### config.mk
export PLATFORM = sky130hd
export DESIGN_NAME = rmw_fused_exec
export DESIGN_NICKNAME = d
export VERILOG_FILES = /design/src/rtl/rmw_pkg.sv /design/src/rtl/rmw_ctrl.sv /design/src/rtl/rmw_dpath.sv /design/src/rtl/rmw_fused_exec.sv
export SDC_FILE = /design/constraint.sdc
export NUM_CORES = 1
export LEC_CHECK = 0
export BUFFER_PORTS_ARGS = -buffer_cell sky130_fd_sc_hd__buf_2
export CORE_MARGIN = 5
export CORE_UTILIZATION = 50
export DETAILED_ROUTE_END_ITERATION = 8
export HOLD_SLACK_MARGIN = 0.03
export MAX_ROUTING_LAYER = met4
export PLACE_DENSITY_LB_ADDON = 0.08
export SETUP_SLACK_MARGIN = 0.2
export SLEW_MARGIN = 20
export SYNTH_ARGS = -nofsm -noshare
export SYNTH_HDL_FRONTEND = slang
export SYNTH_SLANG_ARGS = --single-unit
export TNS_END_PERCENT = 10
### constraint.sdc
create_clock -name clk -period 7.1 [get_ports clk]
set_input_delay 1.42 -clock clk [delete_from_list [all_inputs] [get_ports clk]]
set_output_delay 1.42 -clock clk [all_outputs]
set_load 0.03 [all_outputs]
### src/rtl/rmw_pkg.sv
package rmw_pkg;
  localparam int OpW   = 8;
  localparam int FlagW = 8;
  localparam int FlagC = 0;
  localparam int FlagZ = 1;
  localparam int FlagV = 6;
  localparam int FlagN = 7;

  typedef enum logic [3:0] {
    CL_NONE, CL_NOPR, CL_LAX, CL_SAX, CL_SBC,
    CL_SLO, CL_RLA, CL_SRE, CL_RRA, CL_DCP, CL_ISB
  } opClassE;

  // strobes from control to datapath
  typedef struct packed {
    logic load;  // latch inputs
    logic rd;    // issue read
    logic cap;   // capture read data and build modified byte
    logic wr;    // issue write
    logic exe;   // accumulator / flag update
    logic fin;   // done cycle
  } strobeT;

  function automatic opClassE decodeOp(input logic [OpW-1:0] op);
    logic [2:0] grp;
    logic [2:0] sub;
    opClassE cls;
    grp = op[7:5];
    sub = op[4:2];
    cls = CL_NONE;
    if (op == 8'hEB) begin
      cls = CL_SBC;
    end else if (op[1:0] == 2'b11) begin
      case (grp)
        3'b000: if (sub != 3'b010) cls = CL_SLO;
        3'b001: if (sub != 3'b010) cls = CL_RLA;
        3'b010: if (sub != 3'b010) cls = CL_SRE;
        3'b011: if (sub != 3'b010) cls = CL_RRA;
        3'b100: if (sub inside {3'b000, 3'b001, 3'b011, 3'b101}) cls = CL_SAX;
        3'b101: if (!(sub inside {3'b010, 3'b110})) cls = CL_LAX;
        3'b110: if (sub != 3'b010) cls = CL_DCP;
        default: if (sub != 3'b010) cls = CL_ISB;
      endcase
    end else if (op[1:0] == 2'b00) begin
      case (op)
        8'h04, 8'h0C, 8'h14, 8'h1C, 8'h34, 8'h3C, 8'h44, 8'h54,
        8'h5C, 8'h64, 8'h74, 8'h7C, 8'hD4, 8'hDC, 8'hF4, 8'hFC: cls = CL_NOPR;
        default: cls = CL_NONE;
      endcase
    end
    return cls;
  endfunction

  function automatic logic isRmw(input opClassE c);
    return c inside {CL_SLO, CL_RLA, CL_SRE, CL_RRA, CL_DCP, CL_ISB};
  endfunction
endpackage

### src/rtl/rmw_ctrl.sv
module rmw_ctrl
  import rmw_pkg::*;
(
  input  logic    clk,
  input  logic    rstN,
  input  logic    start,
  input  opClassE newClass,
  input  opClassE curClass,
  output strobeT  strobe
);
  typedef enum logic [2:0] {S_IDLE, S_READ, S_LATCH, S_WRITE, S_EXEC, S_FIN} stateE;
  stateE state, nxt;

  always_comb begin
    strobe = '0;
    nxt    = state;
    case (state)
      S_IDLE: begin
        if (start) begin
          strobe.load = 1'b1;
          if (newClass == CL_SAX)       nxt = S_WRITE;
          else if (newClass == CL_NONE) nxt = S_FIN;
          else                          nxt = S_READ;
        end
      end
      S_READ: begin
        strobe.rd = 1'b1;
        nxt = S_LATCH;
      end
      S_LATCH: begin
        strobe.cap = 1'b1;
        if (isRmw(curClass))                                nxt = S_WRITE;
        else if (curClass == CL_LAX || curClass == CL_SBC)  nxt = S_EXEC;
        else                                                nxt = S_FIN;
      end
      S_WRITE: begin
        strobe.wr = 1'b1;
        nxt = (curClass == CL_SAX) ? S_FIN : S_EXEC;
      end
      S_EXEC: begin
        strobe.exe = 1'b1;
        nxt = S_FIN;
      end
      default: begin
        strobe.fin = 1'b1;
        nxt = S_IDLE;
      end
    endcase
  end

  always_ff @(posedge clk or negedge rstN) begin
    if (!rstN) state <= S_IDLE;
    else       state <= nxt;
  end
endmodule

### src/rtl/rmw_dpath.sv
module rmw_dpath
  import rmw_pkg::*;
#(
  parameter int DataW = 8,
  parameter int AddrW = 16
) (
  input  logic             clk,
  input  logic             rstN,
  input  strobeT           strobe,
  input  opClassE          newClass,
  input  logic [AddrW-1:0] effAddr,
  input  logic [DataW-1:0] aIn,
  input  logic [DataW-1:0] xIn,
  input  logic [FlagW-1:0] pIn,
  input  logic [DataW-1:0] memRData,
  output opClassE          curClass,
  output logic [AddrW-1:0] memAddr,
  output logic             memRd,
  output logic             memWr,
  output logic [DataW-1:0] memWData,
  output logic             done,
  output logic [DataW-1:0] aOut,
  output logic [DataW-1:0] xOut,
  output logic [FlagW-1:0] pOut
);
  localparam int Msb = DataW - 1;

  logic [DataW-1:0] aReg, xReg, modReg;
  logic [FlagW-1:0] pReg;
  logic [AddrW-1:0] addrReg;
  logic             shC;
  opClassE          clsReg;

  // modify step
  logic [DataW-1:0] modVal;
  logic             modC;
  always_comb begin
    modVal = memRData;
    modC   = pReg[FlagC];
    case (clsReg)
      CL_SLO: {modC, modVal} = {memRData, 1'b0};
      CL_RLA: {modC, modVal} = {memRData, pReg[FlagC]};
      CL_SRE: {modVal, modC} = {1'b0, memRData};
      CL_RRA: {modVal, modC} = {pReg[FlagC], memRData};
      CL_DCP: modVal = memRData - DataW'(1);
      CL_ISB: modVal = memRData + DataW'(1);
      default: ;
    endcase
  end

  // accumulator step
  logic [DataW-1:0] addB, diff, resA, resX, znSrc;
  logic             addCin, ovf;
  logic [DataW:0]   sum;
  logic [FlagW-1:0] resP;
  always_comb begin
    case (clsReg)
      CL_RRA:         begin addB = modReg;  addCin = shC;         end
      CL_ISB, CL_SBC: begin addB = ~modReg; addCin = pReg[FlagC]; end
      default:        begin addB = modReg;  addCin = pReg[FlagC]; end
    endcase
    sum  = {1'b0, aReg} + {1'b0, addB} + {{DataW{1'b0}}, addCin};
    ovf  = (aReg[Msb] == addB[Msb]) && (sum[Msb] != aReg[Msb]);
    diff = aReg - modReg;
    resA = aReg;
    resX = xReg;
    resP = pReg;
    case (clsReg)
      CL_SLO: begin resA = aReg | modReg; resP[FlagC] = shC; end
      CL_RLA: begin resA = aReg & modReg; resP[FlagC] = shC; end
      CL_SRE: begin resA = aReg ^ modReg; resP[FlagC] = shC; end
      CL_RRA, CL_ISB, CL_SBC: begin
        resA = sum[Msb:0];
        resP[FlagC] = sum[DataW];
        resP[FlagV] = ovf;
      end
      CL_DCP: resP[FlagC] = (aReg >= modReg);
      CL_LAX: begin resA = modReg; resX = modReg; end
      default: ;
    endcase
    znSrc = (clsReg == CL_DCP) ? diff : resA;
    if (clsReg inside {CL_SLO, CL_RLA, CL_SRE, CL_RRA, CL_ISB, CL_SBC, CL_DCP, CL_LAX}) begin
      resP[FlagZ] = (znSrc == '0);
      resP[FlagN] = znSrc[Msb];
    end
  end

  always_ff @(posedge clk or negedge rstN) begin
    if (!rstN) begin
      aReg    <= '0;
      xReg    <= '0;
      pReg    <= '0;
      addrReg <= '0;
      modReg  <= '0;
      shC     <= 1'b0;
      clsReg  <= CL_NONE;
    end else begin
      if (strobe.load) begin
        aReg    <= aIn;
        xReg    <= xIn;
        pReg    <= pIn;
        addrReg <= effAddr;
        clsReg  <= newClass;
      end
      if (strobe.cap) begin
        modReg <= modVal;
        shC    <= modC;
      end
      if (strobe.exe) begin
        aReg <= resA;
        xReg <= resX;
        pReg <= resP;
      end
    end
  end

  assign curClass = clsReg;
  assign memAddr  = addrReg;
  assign memRd    = strobe.rd;
  assign memWr    = strobe.wr;
  assign memWData = (clsReg == CL_SAX) ? (aReg & xReg) : modReg;
  assign done     = strobe.fin;
  assign aOut     = aReg;
  assign xOut     = xReg;
  assign pOut     = pReg;
endmodule

### src/rtl/rmw_fused_exec.sv
module rmw_fused_exec
  import rmw_pkg::*;
#(
  parameter int DataW = 8,
  parameter int AddrW = 16
) (
  input  logic             clk,
  input  logic             rstN,
  input  logic             start,
  input  logic [OpW-1:0]   opcode,
  input  logic [AddrW-1:0] effAddr,
  input  logic [DataW-1:0] aIn,
  input  logic [DataW-1:0] xIn,
  input  logic [FlagW-1:0] pIn,
  input  logic [DataW-1:0] memRData,
  output logic [AddrW-1:0] memAddr,
  output logic             memRd,
  output logic             memWr,
  output logic [DataW-1:0] memWData,
  output logic             done,
  output logic [DataW-1:0] aOut,
  output logic [DataW-1:0] xOut,
  output logic [FlagW-1:0] pOut
);
  opClassE newClass, curClass;
  strobeT  strobe;

  assign newClass = decodeOp(opcode);

  rmw_ctrl ctrl_i (
    .clk(clk), .rstN(rstN), .start(start),
    .newClass(newClass), .curClass(curClass), .strobe(strobe)
  );

  rmw_dpath #(.DataW(DataW), .AddrW(AddrW)) dpath_i (
    .clk(clk), .rstN(rstN), .strobe(strobe), .newClass(newClass),
    .effAddr(effAddr), .aIn(aIn), .xIn(xIn), .pIn(pIn), .memRData(memRData),
    .curClass(curClass), .memAddr(memAddr), .memRd(memRd), .memWr(memWr),
    .memWData(memWData), .done(done), .aOut(aOut), .xOut(xOut), .pOut(pOut)
  );
endmodule

# After elaboration in Yosys (flattened, before gate mapping)
# Index checks and enable logic that the tools add are counted.
[totals]
reg_bits = 56
latchBits = 0
ramBits = 0
mem_bits_ro = 0
input_bits = 59
out_inout_bits = 51
elab_cells = 144
n_memories = 0
[op_classes]
addsub = 5
multipliers = 0
n_div = 0
n_lt_le_gt_ge = 1
eq_ne = 51
shifts = 0
muxes = 45
bitwise_logic = 6
n_reduce_logical = 25
[ops]
columns = ["operator", "n"]
rows = [
  ["$mux 8", 10],
  ["$eq 8x7->1 const B", 6],
  ["$pmux 8 s6", 1],
  ["$eq 8x8->1 const B", 5],
  ["$pmux 8 s5", 1],
  ["$pmux 4 s7", 1],
  ["$mux 3", 7],
  ["$mux 4", 5],
  ["$eq 3x2->1 const B", 6],
  ["$eq 3x3->1 const B", 6],
  ["$and 8x8->8", 2],
  ["$eq 4x3->1 const B", 4],
  ["$eq 8x5->1 const B", 2],
  ["$eq 8x6->1 const B", 2],
  ["$reduce_or 16->1", 1],
  ["$mux 1", 15],
  ["$pmux 3 s5", 1],
  ["$eq 4x2->1 const B", 3],
  ["$eq 4x4->1 const B", 3],
  ["$reduce_and 2->1", 5],
  ["$add 8x8->9", 1],
  ["$add 9x1->9", 1],
  ["$eq 3x1->1 const B", 3],
  ["$logic_not 3->1", 3],
  ["32 further kinds", 39],
]

# Longest topological paths before layout
# Gate-level depths: netlist (run 1).
[logic_depth]
ltp_word = 11
ltp_mapped = 16
ltp_nobuf = 15

# By module
# From an unflattened synthesis (run 1), not the netlist that was laid out.
[unflattened]
cells_unflattened = 593
area_unflattened_um2 = 4994.8
[modules_own_cells]
columns = ["mod", "n_inst", "cells_per_inst", "area_each_um2", "seq_area_each_um2"]
rows = [
  ["rmw_dpath", 1, 534, 4504.3, 1326.3],
  ["rmw_ctrl", 1, 31, 296.5, 75.1],
  ["rmw_fused_exec", 1, 28, 193.9, 0.0],
]

# Worst setup path after synthesis (run 1)
# OpenSTA, ideal clock, no wires.
[synth_timing]
kind = "reg2reg"
from = "register dpath_i.clsReg[1], in the netlist dpath_i.curClass[1]"
to = "register dpath_i.pReg[1], in the netlist dpath_i.pOut[1]"
setup_ns = 0.077
t_arrival_ns = 4.434
t_required_ns = 7.023
slack_ns = 2.588
path_stages_with_launch = 17
path_buffers = 3
synth_period_minus_slack_ns = 4.512
cell_sequence = "dfrtp_1 -> buf_2 -> buf_1 -> buf_2 -> nand2_1 -> a21oi_1 -> xnor2_1 -> fa_1 -> inv_1 -> fa_1 -> nor2b_1 -> a311oi_1 -> o221a_2 -> o211ai_1 -> or4_1 -> or4b_1 -> a21oi_1"
[synth_via]
elab_chain_cells = 10
word_cells_on_any_way = 22
cone_classes = "add/sub: 2; eq/ne: 9; mux: 6; reduce/logical: 5"
[synth_lines]
columns = ["item", "line_no", "source"]
rows = [
  ["from (decl)", "rmw_dpath.sv:32", "opClassE clsReg;"],
  ["from (signal assigned)", "rmw_dpath.sv:103", "clsReg <= newClass;"],
  ["$eq 4x3->1 or $eq 4x4->1 (tied branches)", "rmw_dpath.sv:57, rmw_dpath.sv:68, rmw_dpath.sv:82", ""],
  ["$reduce_or 2->1", "rmw_dpath.sv:57", "case (clsReg)"],
  ["$mux 8", "rmw_dpath.sv:57", ""],
  ["$add 8x8->9", "rmw_dpath.sv:62", "sum = {1'b0, aReg} + {1'b0, addB} + {{DataW{1'b0}}, addCin};"],
  ["$add 9x1->9", "rmw_dpath.sv:62", ""],
  ["$pmux 8 s5", "rmw_dpath.sv:68", "case (clsReg)"],
  ["$mux 8", "rmw_dpath.sv:81", "znSrc = (clsReg == CL_DCP) ? diff : resA;"],
  ["$logic_not 8->1", "rmw_dpath.sv:83", "resP[FlagZ] = (znSrc == '0);"],
  ["$mux 1", "rmw_dpath.sv:82", "if (clsReg inside {CL_SLO, CL_RLA, CL_SRE, CL_RRA, CL_ISB, CL_SBC, CL_DCP, CL_LAX}) begin"],
  ["$mux 8", "rmw_dpath.sv:109", "if (strobe.exe) begin"],
  ["to (signal assigned)", "rmw_dpath.sv:101", "pReg <= pIn;"],
  ["to (signal assigned)", "rmw_dpath.sv:112", "pReg <= resP;"],
  ["to (decl)", "rmw_dpath.sv:29", "logic [FlagW-1:0] pReg;"],
]
# Several ways; a longest one is shown, not always the timed one. The select of a mux whose other input is x is not followed.
# A chain may end at the register's enable or synchronous reset.

# Worst setup path after layout (run 1)
[layout_timing]
from = "register dpath_i.clsReg[3], in the netlist dpath_i.curClass[3]"
to = "register dpath_i.pReg[1], in the netlist dpath_i.pOut[1]"
# The elaborated chain is that of the path after synthesis.

==> impl_metrics.tcl, run 1 <==
set metrics [dict create \
    synth-seq-cells 56 \
    cts_inserted_buffers 5 \
    finalHoldViolCount 0 \
    diodes 0 \
    worstPathBufferInverterCount 2 \
    crit_fanout 17 \
    clock_skew_ns 0.00819 \
    synth_area_sq_mm 0.00506 \
    setup_tns_ns 0 \
    r2r_slack_ns 1.65 \
    clockBufferDepth 2 \
    power.internal_uw 1370 \
    drc 0 \
    required_ns 7.35 \
    syn_inst 654 \
    synth_nets 754 \
    ctsHoldBuffers 0 \
    clkTransAtPathRegs_ns 0.10 \
    arrival_ns 5.69 \
    worstSetupPathType "register to register" \
    post-cts-setup-buffer-count 0 \
    clock_sinks 56 \
    seqPwrFrac 0.217 \
    endpoint "dpath_i.pOut[1]" \
    first_pass_iters 6 \
    yosysSeqAreaShare 0.277 \
    core-area_sq_mm 0.00982 \
    dieArea_sq_mm 0.0122 \
    power_uw 3170 \
    synth_area_per_cell_sq_um 7.73 \
    switching_power_uw 1800 \
    reg2reg_from "dpath_i.curClass[3]" \
    die_height_um 111 \
    ios 110 \
    grt_setup_unrepaired "no" \
    vias 5266 \
    detail_route.wl_per_cell_um 19.3 \
    place_congestion 0.931 \
    crit_family "simple AND/OR/NAND/NOR gates" \
    slowest_delay_ns 0.86 \
    grt.overflow.total 0 \
    status "complete, no violations" \
    cts.repair.resized 0 \
    p_comb_frac 0.728 \
    hold_class "register to register" \
    grt_use_total 0.274 \
    slew_headroom 0.291 \
    reg2reg_depth 15 \
    clk_latency_ns 0.32 \
    drive_gt1_frac 0.195 \
    grt_pass1_vias 5109 \
    final.min_clock_period_ns 5.45 \
    start_util 0.515 \
    area_delta_synth_final_pct 13.9 \
    power_leakage_uw 0.00275 \
    viasPerCell 6.02 \
    ant_nets 0 \
    wirelength_um 16900 \
    antenna_found_initial 0 \
    cts-root-buf "clkbuf_8" \
    swShare 0.568 \
    max_slew.worst_pin.slew_ns 1.06 \
    nets 842 \
    vdd_drop_max_v 0.000297 \
    die_x_um 111 \
    synthDistinctLibCells 71 \
    async_flop_share 1.00 \
    synth_edf_count 0 \
    grt_max_degree 51 \
    endpoint_kind "register" \
    worstReg2RegEnd "dpath_i.pOut[1]" \
    crit_cells 15 \
    dp_hpwl_um 13200 \
    finalCritPeriodShare 0.767 \
    setup.worst_path.start_class "register" \
    htreeDepth 2 \
    synth_warnings 0 \
    startpoint "dpath_i.curClass[3]" \
    dr.first_iter.drc_count 357 \
    cts_tree "built" \
    synth_ff_type "dfrtp_1" \
    cap_viol_max_count 0 \
    slowest_stage "a21oi_1" \
    grt_pass1_wl_um 26700 \
    crit_chain "inv_1, nor2_1, nand2_1, a21oi_1, xnor2_1, fa_1, inv_1, fa_1, nor2b_1, a2111oi_0, a211oi_1, o221ai_1, or4_1, or4b_1, a21oi_1" \
    clock_power_share 0.055 \
    setup_viol 0 \
    portBuffers 109 \
    num_rows 36 \
    finalMaxSlewViolations 0 \
    power_density_mw_per_mm2 550 \
    fmax_mhz 184 \
]
-- cell type report --
type	instances	area, sq um
clock buffer	5	68.8
clock inverter	2	12.5
fill	989	4060
inverter	34	128
multi-input combinational	527	3370
sequential	56	1400
tap	133	166
timing repair buffer	118	613
-- how the worst min path moves through the flow --
stage | startpoint | cells past startpoint | endpoint | slack, ns
2_1_floorplan | dpath_i.shC | 2 | dpath_i.shC | 0.51
3_3_place_gp | dpath_i.memAddr[4] | 2 | dpath_i.memAddr[4] | 0.45
3_5_place_dp | dpath_i.memAddr[7] | 2 | dpath_i.memAddr[7] | 0.46
4_1_cts | dpath_i.memAddr[7] | 2 | dpath_i.memAddr[7] | 0.48
5_1_grt | dpath_i.memAddr[13] | 2 | dpath_i.memAddr[13] | 0.50
6_report | dpath_i.memAddr[7] | 2 | dpath_i.memAddr[7] | 0.48
-- registers in the layout (all words and copies together) (netlist names) --
| name | flops |
|---|---|
| ctrl_i.state | 3 |
| dpath_i.aOut | 8 |
| dpath_i.curClass | 4 |
| dpath_i.memAddr | 16 |
| dpath_i.modReg | 8 |
| dpath_i.pOut | 8 |
| dpath_i.shC | 1 |
| dpath_i.xOut | 8 |
-- synthesized netlist by cell type (3+ instances only) --
cell type  instances  area (sq um)
nand2_1          128           480
dfrtp_1           56          1400
a21oi_1           50           250
o21ai_0           49           245
nor2_1            41           154
ha_1              37           463
inv_1             33           124
clkbuf_1          23          86.3
nor2b_1           19           119
xnor2_1           15           131
mux2i_1           13           130
a22oi_1           10          75.1
a31oi_1           10          62.6
nand3_1           10          50.1
nor3_1            10          50.1
a311oi_1           7          61.3
buf_2              7          35.0
o22ai_1            7          43.8
and2_1             6          37.5
mux2_2             6          67.6
a211oi_1           5          37.5
a221oi_1           5          43.8
buf_1              5          18.8
nand2b_1           5          31.3
o211ai_1           5          37.5
or4_1              5          37.5
a211o_1            4          35.0
a21o_1             4          30.0
a221o_1            4          40.0
a22o_1             4          35.0
fa_1               4          80.1
o21bai_1           4          30.0
o221ai_1           4          35.0
o31ai_1            4          30.0
a222oi_1           3          30.0
nor3b_1            3          22.5
o21a_1             3          22.5
o2bb2ai_1          3          26.3
or2_2              3          18.8
or3_1              3          18.8
-- cell families (layout without fill, tap and decap cells) --
logic type,after synthesis,after routing,synth area share
AO/OA/AOI/OAI,204,204,0.265
XOR/XNOR,17,17,0.0294
adder cells (fa/ha/maj),43,43,0.111
buffers and inverters,71,159,0.0574
flip-flops,56,56,0.277
multiplexers,20,20,0.0413
AND/OR/NAND/NOR,243,243,0.218
-- per-stage QoR --
stage | setup WS [ns] | utilization | std cells | hold WS (ns) | cell area (sq um)
floorplan | 2.59 | - | 654 | 0.514 | 5060
global placement | 1.92 | 0.578 | 868 | 0.452 | 5670
global route | 1.23 | 0.587 | 875 | 0.499 | 5760
finish | 1.65 | 0.587 | 875 | 0.476 | 5760
CTS | 1.70 | 0.586 | 875 | 0.482 | 5750
detailed placement | 1.72 | 0.578 | 868 | 0.459 | 5670
-- routing by layer --
metal | vias up | global-route usage | part of all wire
li1 | 2514 | - | -
met1 | 2533 | 0.344 | 0.43
met2 | 186 | 0.456 | 0.48
met3 | 33 | 0.0361 | 0.055
met4 | 0 | 0.0936 | 0.029
met5 | - | - | 0
-- tightest hold or removal path: cells and delay by family (launching register included) --
family | cells | cell delay [ns]
AND/OR/NAND/NOR | 2 | 0.10
flip-flops | 1 | 0.35
-- cell usage in the layout, fill, tap and decap left out, types with 6 or more instances in the layout --
master	synthesis	routed
a21oi_1	50	50
a22oi_1	10	10
a311oi_1	7	7
a31oi_1	10	9
and2_1	6	6
buf_2	7	109
buf_4	0	9
dfrtp_1	56	56
ha_1	37	37
inv_1	33	33
mux2_2	6	6
mux2i_1	13	13
nand2_1	128	128
nand3_1	10	10
nor2_1	41	41
nor2b_1	19	19
nor3_1	10	10
o21ai_0	49	49
o22ai_1	7	7
xnor2_1	15	15
-- power by group through the flow --
stage               logic (uW)  clock network, uW  registers (uW)
CTS                       2290                176             685
global route              2520                187             708
detailed placement        2270                  0             691
floorplan                 1490                  0             809
global placement          2240                  0             683
finish                    2310                175             688
(Power assumes the default switching activity.)
==> inputs of run 2 (changes only) <==
clock period = 4.8 ns   (was 7.1 ns; I/O delays follow)
==> impl_metrics.tcl, run 2 (synthesis results as in run 1) <==
set metrics [dict create \
    hold_class "register to register" \
    clkTransAtPathRegs_ns 0.11 \
    place_congestion 0.970 \
    htreeDepth 2 \
    core-area_sq_mm 0.00982 \
    grt.overflow.total 0 \
    slew_headroom 0.415 \
    finalMaxSlewViolations 0 \
    cts_inserted_buffers 5 \
    vias 5268 \
    setup_tns_ns 0 \
    die_height_um 111 \
    finalCritPeriodShare 0.894 \
    cts-root-buf "clkbuf_8" \
    arrival_ns 4.54 \
    status "complete, no violations" \
    start_util 0.515 \
    max_slew.worst_pin.slew_ns 0.876 \
    first_pass_iters 6 \
    setup.worst_path.start_class "register" \
    grt_max_degree 57 \
    viasPerCell 5.99 \
    detail_route.wl_per_cell_um 19.3 \
    most-common-layout-cells "128 x nand2_1, 109 x buf_2, 55 x dfrtp_1" \
    drc 0 \
    grt_setup_unrepaired "no" \
    wirelength_um 17000 \
    clock_skew_ns 0.00978 \
    fillers 977 \
    grt_pass1_wl_um 26800 \
    cts_tree "built" \
    grt_use_total 0.276 \
    portBuffers 109 \
    fmax_mhz 233 \
    power_uw 4800 \
    fin_cells 880 \
    area_delta_synth_final_pct 15.5 \
    required_ns 5.05 \
    antenna_found_initial 1 \
    ios 110 \
    die_x_um 111 \
    power_leakage_uw 0.00279 \
    dpl.cell_count 872 \
    power_density_mw_per_mm2 822 \
    final.min_clock_period_ns 4.29 \
    vdd_drop_max_v 0.000392 \
    finalHoldViolCount 0 \
    cap_viol_max_count 0 \
    dr.first_iter.drc_count 472 \
    clk_latency_ns 0.31 \
    largest_reg_flops 16 \
    num_rows 36 \
    crit_fanout 14 \
    grt_pass1_vias 5062 \
    layout_commonest_cell "nand2_1" \
    drive_gt1_frac 0.201 \
    dp_hpwl_um 13200 \
    worstSetupPathType "register to register" \
    endpoint_kind "register" \
    dieArea_sq_mm 0.0122 \
    ant_nets 0 \
    clock_sinks 56 \
    nets 846 \
    setup_viol 0 \
    clockBufferDepth 2 \
]
[run 2: path summary, 6_finish.rpt]
kind | from | endpoint | slack (ns) | depth (start not counted)
setup / recovery | dpath_i.curClass[3] | dpath_i.pOut[1] | 0.51 | 14
hold / removal | dpath_i.memAddr[13] | dpath_i.memAddr[13] | 0.48 | 2
setup reg to reg | dpath_i.curClass[3] | dpath_i.pOut[1] | 0.51 | 14
hold reg to reg | dpath_i.memAddr[13] | dpath_i.memAddr[13] | 0.48 | 2
max in group asynchronous | rstN | dpath_i.curClass[2] | 3.50 | 2
min in group asynchronous | rstN | dpath_i.pOut[0] | 0.77 | 2
[run 2: repair_timing]
item	4_1_cts	5_1_grt
resized for setup	0	1
buffers inserted	0	0
hold buffers	0	0
setup endpoints to repair	0	1
[run 2: routing by layer]
| layer | share of wire | up-vias | routed length [um] | global-route usage |
|---|---|---|---|---|
| li1 | - | 2515 | - | - |
| met1 | 0.42 | 2523 | 7180 | 0.341 |
| met2 | 0.49 | 194 | 8300 | 0.457 |
| met3 | 0.061 | 36 | 1030 | 0.0503 |
| met4 | 0.027 | 0 | 456 | 0.0895 |
| met5 | 0 | - | 0 | - |
[run 2: area by class of cell]
| cell class | instances | area, sq um | area share |
|---|---|---|---|
| clock inverter | 2 | 60.1 | 0.0103 |
| antenna | 1 | 2.50 | 0.000428 |
| sequential | 56 | 1400 | 0.240 |
| inverter | 34 | 128 | 0.0218 |
| clock buffer | 5 | 68.8 | 0.0118 |
| tap | 133 | 166 | 0.0285 |
| timing repair buffer | 122 | 643 | 0.110 |
| multi-input combinational | 527 | 3370 | 0.577 |
[run 2: worst max-delay path: stages, from the launching register on]
cell and delay, ns:
dfrtp_1 0.41, buf_4 0.19, or3b_1 0.41, a21oi_1 0.23, buf_4 0.23, xnor2_1 0.16, inv_1 0.08, fa_1 0.39
nor2b_1 0.24, a2111oi_0 0.14, a211oi_1 0.39, o221ai_1 0.17, or4_1 0.50, or4b_1 0.52, a21oi_1 0.16
[run 2: metrics by stage]
stage	utilization	setup slack, ns	hold WS (ns)	area, sq um
after floorplan	-	0.288	0.514	5060
after global placement	0.581	0.671	0.452	5700
after detailed placement	0.581	0.519	0.457	5700
after CTS	0.594	0.479	0.481	5830
after global routing	0.595	0.246	0.503	5840
final	0.595	0.511	0.479	5840
[run 2: power by group]
| group | switching, uW | internal [uW] | total (uW) |
|---|---|---|---|
| clock network | 160 | 206 | 366 |
| registers | 317 | 692 | 1010 |
| logic | 2170 | 1250 | 3430 |
| total | 2650 | 2150 | 4800 |
